--- config.mk ---
export PLATFORM = sky130hd
export DESIGN_NAME = tmr_cmp_wave
export DESIGN_NICKNAME = d
export VERILOG_FILES = /design/src/rtl/tcw_pkg.sv /design/src/rtl/tcw_rst_sync.sv /design/src/rtl/tcw_counter.sv /design/src/rtl/tcw_chan.sv /design/src/rtl/tmr_cmp_wave.sv
export SDC_FILE = /design/constraint.sdc
export NUM_CORES = 1
export LEC_CHECK = 0
export BUFFER_PORTS_ARGS = -buffer_cell sky130_fd_sc_hd__buf_2
export CAP_MARGIN = 10
export CORE_MARGIN = 2
export CORE_UTILIZATION = 45
export CTS_BUF_LIST = sky130_fd_sc_hd__clkbuf_8
export DETAILED_ROUTE_END_ITERATION = 8
export GPL_ROUTABILITY_DRIVEN = 0
export HOLD_SLACK_MARGIN = 0.12
export PLACE_DENSITY = 0.72
export SETUP_SLACK_MARGIN = 0.5
export SYNTH_ARGS = -nofsm -noshare
export SYNTH_HDL_FRONTEND = slang
export SYNTH_HIERARCHICAL = 1
export SYNTH_SLANG_ARGS = --single-unit
--- constraint.sdc ---
create_clock -name clk -period 3 [get_ports clk]
set_clock_uncertainty 0.15 [all_clocks]
set_input_delay 0.15 -clock clk [delete_from_list [all_inputs] [get_ports clk]]
set_output_delay 0.15 -clock clk [all_outputs]
set_load 0.01 [all_outputs]
--- src/rtl/tcw_pkg.sv ---
package tcw_pkg;
  typedef enum logic [1:0] {
    ACT_NONE = 2'd0,
    ACT_TGL  = 2'd1,
    ACT_CLR  = 2'd2,
    ACT_SET  = 2'd3
  } wave_act_e;

  localparam int CTL_W = 8;
  localparam logic [CTL_W-1:0] CTL_WMASK = 8'hF3;
endpackage

--- src/rtl/tcw_rst_sync.sv ---
module tcw_rst_sync #(
  parameter int STAGES = 2
) (
  input  logic clk,
  input  logic rst_n,
  output logic rs_n
);
  logic [STAGES-1:0] sh_q;
  logic [STAGES-1:0] sh_nxt;

  always_comb sh_nxt = {sh_q[STAGES-2:0], 1'b1};

  always_ff @(posedge clk or negedge rst_n) begin
    if (!rst_n) sh_q <= '0;
    else        sh_q <= sh_nxt;
  end

  assign rs_n = sh_q[STAGES-1];
endmodule

--- src/rtl/tcw_counter.sv ---
module tcw_counter #(
  parameter int CW = 16
) (
  input  logic          clk,
  input  logic          rs_n,
  input  logic          cnt_en,
  input  logic [CW-1:0] top_val,
  output logic [CW-1:0] cnt,
  output logic          top_ev
);
  logic [CW-1:0] cnt_q;
  logic [CW-1:0] cnt_nxt;
  logic          at_top;

  always_comb begin
    at_top  = (cnt_q == top_val);
    cnt_nxt = cnt_q;
    if (cnt_en) cnt_nxt = at_top ? '0 : cnt_q + 1'b1;
  end

  always_ff @(posedge clk or negedge rs_n) begin
    if (!rs_n) cnt_q <= '0;
    else       cnt_q <= cnt_nxt;
  end

  assign cnt    = cnt_q;
  assign top_ev = cnt_en & at_top;
endmodule

--- src/rtl/tcw_chan.sv ---
module tcw_chan
  import tcw_pkg::*;
#(
  parameter int CW      = 16,
  parameter bit PWM_TGL = 1'b0
) (
  input  logic          clk,
  input  logic          rs_n,
  input  logic          cnt_en,
  input  logic          pwm,
  input  logic          wgm13,
  input  logic [1:0]    act_fld,
  input  logic [CW-1:0] cmp,
  input  logic [CW-1:0] cnt,
  input  logic          top_ev,
  output logic          wav
);
  logic [CW-1:0] buf_q, buf_nxt;
  logic [CW-1:0] cmp_eff;
  logic          match;
  logic          wav_q, wav_nxt;
  wave_act_e     act;

  // Compare buffer: transparent outside PWM, reloaded at TOP inside it
  always_comb begin
    buf_nxt = buf_q;
    if (!pwm || top_ev) buf_nxt = cmp;
    cmp_eff = pwm ? buf_q : cmp;
    match   = cnt_en & (cnt == cmp_eff);
  end

  always_comb begin
    act = ACT_NONE;
    if (!pwm) begin
      if (match) act = wave_act_e'(act_fld);
    end else if (act_fld[1] && top_ev) begin
      // TOP action wins; a coincident match is suppressed
      act = act_fld[0] ? ACT_CLR : ACT_SET;
    end else if (match) begin
      unique case (act_fld)
        2'b01:   act = (PWM_TGL && wgm13) ? ACT_TGL : ACT_NONE;
        2'b10:   act = ACT_CLR;
        2'b11:   act = ACT_SET;
        default: act = ACT_NONE;
      endcase
    end
  end

  always_comb begin
    unique case (act)
      ACT_TGL: wav_nxt = ~wav_q;
      ACT_CLR: wav_nxt = 1'b0;
      ACT_SET: wav_nxt = 1'b1;
      default: wav_nxt = wav_q;
    endcase
  end

  always_ff @(posedge clk or negedge rs_n) begin
    if (!rs_n) begin
      buf_q <= '0;
      wav_q <= 1'b0;
    end else begin
      buf_q <= buf_nxt;
      wav_q <= wav_nxt;
    end
  end

  assign wav = wav_q;
endmodule

--- src/rtl/tmr_cmp_wave.sv ---
module tmr_cmp_wave
  import tcw_pkg::*;
#(
  parameter int CW = 16
) (
  input  logic          clk,
  input  logic          rst_n,
  input  logic          cnt_en,
  input  logic          ctl_we,
  input  logic [7:0]    ctl_wdata,
  output logic [7:0]    ctl_rd,
  input  logic [1:0]    wgm_hi,
  input  logic [CW-1:0] top_val,
  input  logic [CW-1:0] cmp_a,
  input  logic [CW-1:0] cmp_b,
  input  logic          dir_a,
  input  logic          dir_b,
  output logic          wav_a,
  output logic          wav_b,
  output logic          ovr_a,
  output logic          ovr_b,
  output logic          oe_a,
  output logic          oe_b
);
  localparam int NCH = 2;

  logic          rs_n;
  logic [7:0]    ctl_q, ctl_nxt;
  logic [3:0]    wgm;
  logic          pwm;
  logic [CW-1:0] cnt;
  logic          top_ev;

  logic [NCH-1:0][CW-1:0] cmp_arr;
  logic [NCH-1:0][1:0]    fld_arr;
  logic [NCH-1:0]         dir_arr, wav_arr, ovr_arr;

  tcw_rst_sync #(.STAGES(2)) u_rs (.clk(clk), .rst_n(rst_n), .rs_n(rs_n));

  always_comb begin
    ctl_nxt = ctl_q;
    if (ctl_we) ctl_nxt = ctl_wdata & CTL_WMASK;
  end

  always_ff @(posedge clk or negedge rs_n) begin
    if (!rs_n) ctl_q <= '0;
    else       ctl_q <= ctl_nxt;
  end

  assign ctl_rd = ctl_q;
  assign wgm    = {wgm_hi, ctl_q[1:0]};
  assign pwm    = wgm[2] & (wgm[1:0] != 2'b00);

  tcw_counter #(.CW(CW)) u_cnt (
    .clk(clk), .rs_n(rs_n), .cnt_en(cnt_en), .top_val(top_val),
    .cnt(cnt), .top_ev(top_ev)
  );

  assign cmp_arr = {cmp_b, cmp_a};
  assign fld_arr = {ctl_q[5:4], ctl_q[7:6]};
  assign dir_arr = {dir_b, dir_a};

  for (genvar i = 0; i < NCH; i++) begin : g_ch
    tcw_chan #(.CW(CW), .PWM_TGL(i == 0)) u_ch (
      .clk(clk), .rs_n(rs_n), .cnt_en(cnt_en), .pwm(pwm), .wgm13(wgm[3]),
      .act_fld(fld_arr[i]), .cmp(cmp_arr[i]), .cnt(cnt), .top_ev(top_ev),
      .wav(wav_arr[i])
    );
    assign ovr_arr[i] = (fld_arr[i] != 2'b00);
  end

  assign wav_a = wav_arr[0];
  assign wav_b = wav_arr[1];
  assign ovr_a = ovr_arr[0];
  assign ovr_b = ovr_arr[1];
  assign oe_a  = ovr_arr[0] & dir_arr[0];
  assign oe_b  = ovr_arr[1] & dir_arr[1];
endmodule

==> results of run 1 <==
==> synthesized netlist by cell type, drive strengths merged (6+ instances only) <==
library cell,number
dfrtp,58
mux2,38
o21ai,7
xnor2,31
a21oi,12
xor2,25
buf,16
nand3,9
nand4,14
nand2,16
mux2i,33
nor4,7
clkbuf,6
==> metrics by stage <==
| stage | area [um^2] | util | instances | hold slack [ps] |
|---|---|---|---|---|
| 2_1_floorplan | 3580 | - | 325 | -296 |
| 3_3_place_gp | 4070 | 0.527 | 495 | -215 |
| 3_5_place_dp | 4070 | 0.527 | 495 | -213 |
| 4_1_cts | 4710 | 0.610 | 557 | 164 |
| 5_1_grt | 4810 | 0.623 | 562 | 194 |
| 6_report | 4810 | 0.623 | 562 | 175 |
==> layout by cell type, fill, tap and decap left out, types with 5 or more instances in the layout <==
cell type      instances
nand3_1                9
nor4_1                 6
mux2_2                32
a21oi_1               10
buf_2                 73
dlygate4sd3_1         46
o21ai_0                6
buf_4                 19
xor2_1                25
nand4_1               14
mux2_4                 6
dfrtp_1               55
xnor2_1               31
or2_2                  5
clkbuf_8              12
mux2i_1               31
nand2_1               16
inv_1                  7
==> logic make-up (layout without fill, tap and decap cells) <==
| family | count (synthesis) | after routing | share of synthesized area |
|---|---|---|---|
| compound gates | 40 | 40 | 0.0762 |
| mux | 71 | 71 | 0.218 |
| flops | 58 | 58 | 0.406 |
| xor+xnor | 56 | 56 | 0.137 |
| other cells | 2 | 3 | 0.00210 |
| fa+ha+maj | 1 | 1 | 0.00350 |
| simple gates | 69 | 69 | 0.111 |
| buf+inv | 27 | 162 | 0.0465 |
==> how the worst max path moves through the flow <==
| stage | endpoint | cells after the start | startpoint | slack [ps] |
|---|---|---|---|---|
| global route | g_ch[1].u_ch/wav | 8 | ctl_rd[1] | 500 |
| CTS | g_ch[0].u_ch/wav | 9 | u_cnt/cnt[14] | 510 |
| detailed placement | g_ch[0].u_ch/wav | 8 | ctl_rd[1] | 530 |
| finish | g_ch[0].u_ch/wav | 9 | u_cnt/cnt[14] | 570 |
| global placement | g_ch[0].u_ch/wav | 8 | ctl_rd[1] | 600 |
| floorplan | g_ch[0].u_ch/buf_q[0] | 9 | u_cnt/cnt[3] | 530 |
==> worst reg2reg max path, stage by stage (launching register included) <==
cell and delay [ps]:
dfrtp_2 460, xnor2_1 230, nand4_1 180, nor4_4 330, and2_4 220, nand2_1 90, mux2i_1 130, a22oi_1 80
or3_1 320, o211ai_1 150
==> cell type report <==
class | instances | area (um^2)
flip-flops and latches | 58 | 1460
inverters | 5 | 18.8
repair buffers | 141 | 1040
clock inverters | 4 | 17.5
clock buffers | 12 | 165
fillers | 598 | 2920
multi-input cells | 240 | 1990
well taps | 102 | 128
==> sequential cells by signal (all words and copies together), names as in the netlist <==
name	cells
u_rs/sh_q	2
ctl_rd	6
u_cnt/cnt	16
g_ch.u_ch/buf_q	32
g_ch.u_ch/wav	2
==> metal layers <==
layer / vias to the layer above / track usage / part of all wire / wire, um
met5: - / 0 / 0 / 0
met1: 1452 / 0.263 / 0.41 / 3820
met2: 123 / 0.361 / 0.51 / 4700
met4: 0 / 0.0686 / 0.025 / 231
li1: 1419 / - / - / -
met3: 25 / 0.0540 / 0.058 / 536
==> power by group <==
| part | internal (W) | leakage [nW] | switching (W) |
|---|---|---|---|
| Combinational | 0.000362 | 1.38 | 0.000347 |
| Sequential | 0.000872 | 0.690 | 0.0000607 |
| Clock | 0.000359 | 0.105 | 0.000295 |
==> repair_timing <==
item	4_1_cts	5_1_grt
hold buffers	46	0
setup buffers	0	3
gates resized for setup	0	7
endpoints found under the hold margin	40	0
setup endpoints to repair	0	2
==> metrics.csv, run 1 <==
metric,value,unit
status,finished clean,
holdCritPathClass,in -> reg,
avgSynthCellArea,11.0,um^2
grt_max_degree,57,
endpoint_kind,register,
coreArea,7730,um^2
vias,3019,
dp_slack,532,ps
finalHoldViolations,0,
cts_root_buf,clkbuf_8,
wl_per_cell,16.5,um
area_growth,34.5,%
remaining_drc_errors,0,
cp_top_family,simple AND/OR/NAND/NOR gates,
fp-row-count,32,
power.density,477,nW/um^2
synth_cells,324,
worst_skew_pair.late_latency,330,ps
clkTransAtPathRegs,70,ps
port_buffers,73,
slew_viol_final,0,
tns,0,ps
p_leak,2.17,nW
reg2reg_to,g_ch[0].u_ch/wav,
diodes,0,
hold_path_end,g_ch[0].u_ch/wav,
ctsLongestPathBuffers,2,
hold_path_depth,4,
ys_seq_elements,58,
worstSetupPathType,reg -> reg,
drtPass1Iterations,4,
maxSlewHeadroom,0.515,
overflow,0,
p_total,0.00229,W
fin_crit_sh,0.808,
cp-start-kind,register,
arrival,2530,ps
drive_gt1_frac,0.363,
grt_usage,0.212,
grt_pass1_wl,14300,um
tritoncts,yes,
cts_buffers,9,
htreeDepth,3,
ant_nets,0,
reg2reg_depth,9,
critical_path_required,3100,ps
ioPinCount,78,
min_from,wgm_hi[1],
crit_fanout,5,
max_freq,412,MHz
vias_per_cell,5.37,
synth_area,3580,um^2
synth_edf_count,0,
path_buf_inv,0,
dp_hpwl,5980,um
drt_iter0_drc,123,
yosysTopAreaCell,dfrtp_1,
synth-seq-area-share,0.406,
crit_chain,xnor2_1 -> nand4_1 -> nor4_4 -> and2_4 -> nand2_1 -> mux2i_1 -> a22oi_1 -> or3_1 -> o211ai_1,
vdd_drop_max,0.000239,V
yosysTopAreaCellShare,0.406,
final-setup-viol-count,0,
start_util,0.463,
antenna_found_initial,0,
ys.flop_type,dfrtp_1,
fin_ws,575,ps
fp.dieH,93.2,um
yosys_warnings,6,
reg2reg_from,u_cnt/cnt[14],
die-area,8680,um^2
r2r_slack,570,ps
yosys-top-cells-area,"dfrtp_1 (41%), mux2_2 (10%), mux2i_1 (9.2%)",
cts_sinks,58,
worstMarginPinSlew,727,ps
grt_pass1_vias,2996,
crit_slowest_cell,dfrtp_2,
dieWidth,93.2,um
synth_cell_types,47,
period_needed,2430,ps
synth-async-reset-ratio,1.00,
rsz0062_at_grt,no,
routed_wl,9290,um
maxCapViolations,0,
fin_nets,520,
crit_path_max_incr_delay,460,ps
Power figures use the tool's default switching activity.
==> run 2: changes to the inputs <==
clock period = 2.29 ns   (was 3 ns; I/O delays follow)
==> metrics.csv, run 2 (synthesized netlist as in run 1, its figures left out) <==
metric,value,unit,change
status,"finished, violations left",,
violations,setup timing,,
arrival,2420,ps,-110 ps
coreArea,7730,um^2,unchanged
r2r_slack,-60,ps,-640 ps
internal_power,0.00221,W,+39%
slew_viol_final,0,,unchanged
rsz0062_at_grt,yes,,
drive_gt1_frac,0.424,,+0.0608
fp.dieH,93.2,um,unchanged
worstSetupPathType,reg -> reg,,
swShare,0.307,,+0.00128
tritoncts,yes,,
vdd_drop_max,0.000334,V,+40%
diodes,0,,unchanged
final_cells,581,,+3.4%
port_buffers,73,,unchanged
htreeDepth,3,,unchanged
crit_path_max_incr_delay,560,ps,+100 ps
remaining_drc_errors,0,,unchanged
dp_hpwl,6200,um,+3.8%
overflow,0,,unchanged
worstMarginPinSlew,598,ps,-129 ps
grt_pass1_vias,3148,,+5.1%
crit_end,g_ch[0].u_ch/wav,,
clkTransAtPathRegs,70,ps,about the same
holdCritPathClass,reg -> async,,
ctsLongestPathBuffers,2,,unchanged
dieWidth,93.2,um,unchanged
hold_slack,112,ps,-63.3 ps
ioPinCount,78,,unchanged
power.density,625,nW/um^2,+31%
area_growth,42.9,%,
placed_cells,508,,+2.6%
maxCapViolations,0,,unchanged
finalHoldViolations,0,,unchanged
drt_iter0_drc,184,,+50%
antenna_found_initial,0,,unchanged
crit_fanout,18,,+13
crit_chain,o21a_2 -> buf_12 -> mux2i_2 -> xor2_1 -> nand4_1 -> or4_4 -> o21ai_1 -> o211ai_1,,
drtPass1Iterations,4,,unchanged
fp-row-count,32,,unchanged
routed_wl,9790,um,+5.4%
largest_reg_flops,32,,unchanged
wl_per_cell,16.9,um,+2.0%
reg2reg_from,ctl_rd[1],,
cp-start-kind,register,,
vias_per_cell,5.35,,-0.32%
seqPwrFrac,0.385,,-0.021
fin_ws,-64.6,ps,-639 ps
final_cell_mix,"buf_2 (73), dfrtp_1 (56), dlygate4sd3_1 (52), mux2_2 (32), xnor2_1 (30)",,
grt_usage,0.232,,+0.0203
fin_nets,539,,+3.7%
pwr-share-comb,0.308,,about the same
fin_util,0.662,,+0.0392
vias,3111,,+3.0%
cts_root_buf,clkbuf_8,,
power_switching,0.000982,W,+40%
start_util,0.463,,unchanged
worst_skew_pair.late_latency,340,ps,about the same
period_needed,2350,ps,-70.8 ps
cts_buffers,9,,unchanged
reg2reg_depth,8,,-1
grt_pass1_wl,15600,um,+9.1%
critical_path_required,2360,ps,-740 ps
max_freq,425,MHz,+3.0%
final-setup-viol-count,23,,+23
cts_sinks,58,,unchanged
grt_max_degree,57,,unchanged
endpoint_kind,register,,
maxSlewHeadroom,0.600,,+0.0849
p_clk_frac,0.307,,+0.022
n_fill_cell,564,,-5.7%
die-area,8680,um^2,unchanged
reg2reg_to,g_ch[0].u_ch/wav,,
fin_crit_sh,1.03,,+0.220
crit_slowest_cell,or4_4,,
worstSetupStartpoint,ctl_rd[1],,
regMostFlops,g_ch.u_ch/buf_q,,
ant_nets,0,,unchanged
layout_commonest_cell,buf_2,,
p_leak,2.27,nW,+4.6%
-- run 2: how the worst min path moves through the flow --
stage	to	slack, ps
after floorplan	u_rs/sh_q[0]	-330
after global placement	u_rs/sh_q[0]	-250
after detailed placement	u_rs/sh_q[0]	-250
after CTS	u_cnt/cnt[2]	130
after global routing	u_cnt/cnt[14]	170
final	u_cnt/cnt[12]	110
-- run 2: area by class of cell --
class | count | area, um^2 | area share
multi-input cells | 240 | 2090 | 0.409
flip-flops and latches | 58 | 1450 | 0.284
well taps | 102 | 128 | 0.0250
inverters | 5 | 18.8 | 0.00367
clock inverters | 5 | 52.6 | 0.0103
clock buffers | 11 | 151 | 0.0296
repair buffers | 160 | 1220 | 0.239
-- run 2: routing by layer --
layer  routed length (um)  share of wire  GRT usage  vias to the layer above
li1                     -              -          -                     1452
met3                  635          0.065     0.0387                       11
met4                  135          0.014     0.0784                        0
met1                 4170           0.43      0.301                     1538
met5                    0              0          0                        -
met2                 4850           0.50      0.394                      110
-- run 2: power groups by stage --
stage	Sequential, W	Clock [W]	Combinational [W]
2_1_floorplan	0.00127	0	0.000549
3_3_place_gp	0.00124	0	0.000824
3_5_place_dp	0.00124	0	0.000845
4_1_cts	0.00123	0.00100	0.000938
5_1_grt	0.00125	0.00105	0.00106
6_report	0.00123	0.000981	0.000984
-- run 2: critical path: cells and delay by family, from the launching register on --
kind / cells / cell delay [ps]
compound gates: 3 / 490
xor+xnor: 1 / 180
buf+inv: 1 / 170
flops: 1 / 380
mux: 1 / 200
simple gates: 2 / 670
-- run 2: timing repair --
| item | CTS | global route |
|---|---|---|
| pin swaps | 2 | 24 |
| setup endpoints to repair | 50 | 50 |
| setup buffers | 0 | 3 |
| resized for setup | 7 | 27 |
| hold buffers | 52 | 0 |
| hold endpoints to repair | 49 | 0 |
| gates cloned | 1 | 1 |
-- run 2: metrics by stage --
| stage | worst slack [ps] | cell area, um^2 | setup TNS, ps | total power, W |
|---|---|---|---|---|
| floorplan | -89.2 | 3630 | -614 | 0.00182 |
| global placement | -35.8 | 4210 | -35.8 | 0.00206 |
| detailed placement | -57.1 | 4210 | -351 | 0.00209 |
| CTS | -14.3 | 4950 | -14.3 | 0.00317 |
| global route | -156 | 5110 | -2900 | 0.00336 |
| finish | -64.6 | 5110 | -345 | 0.00320 |
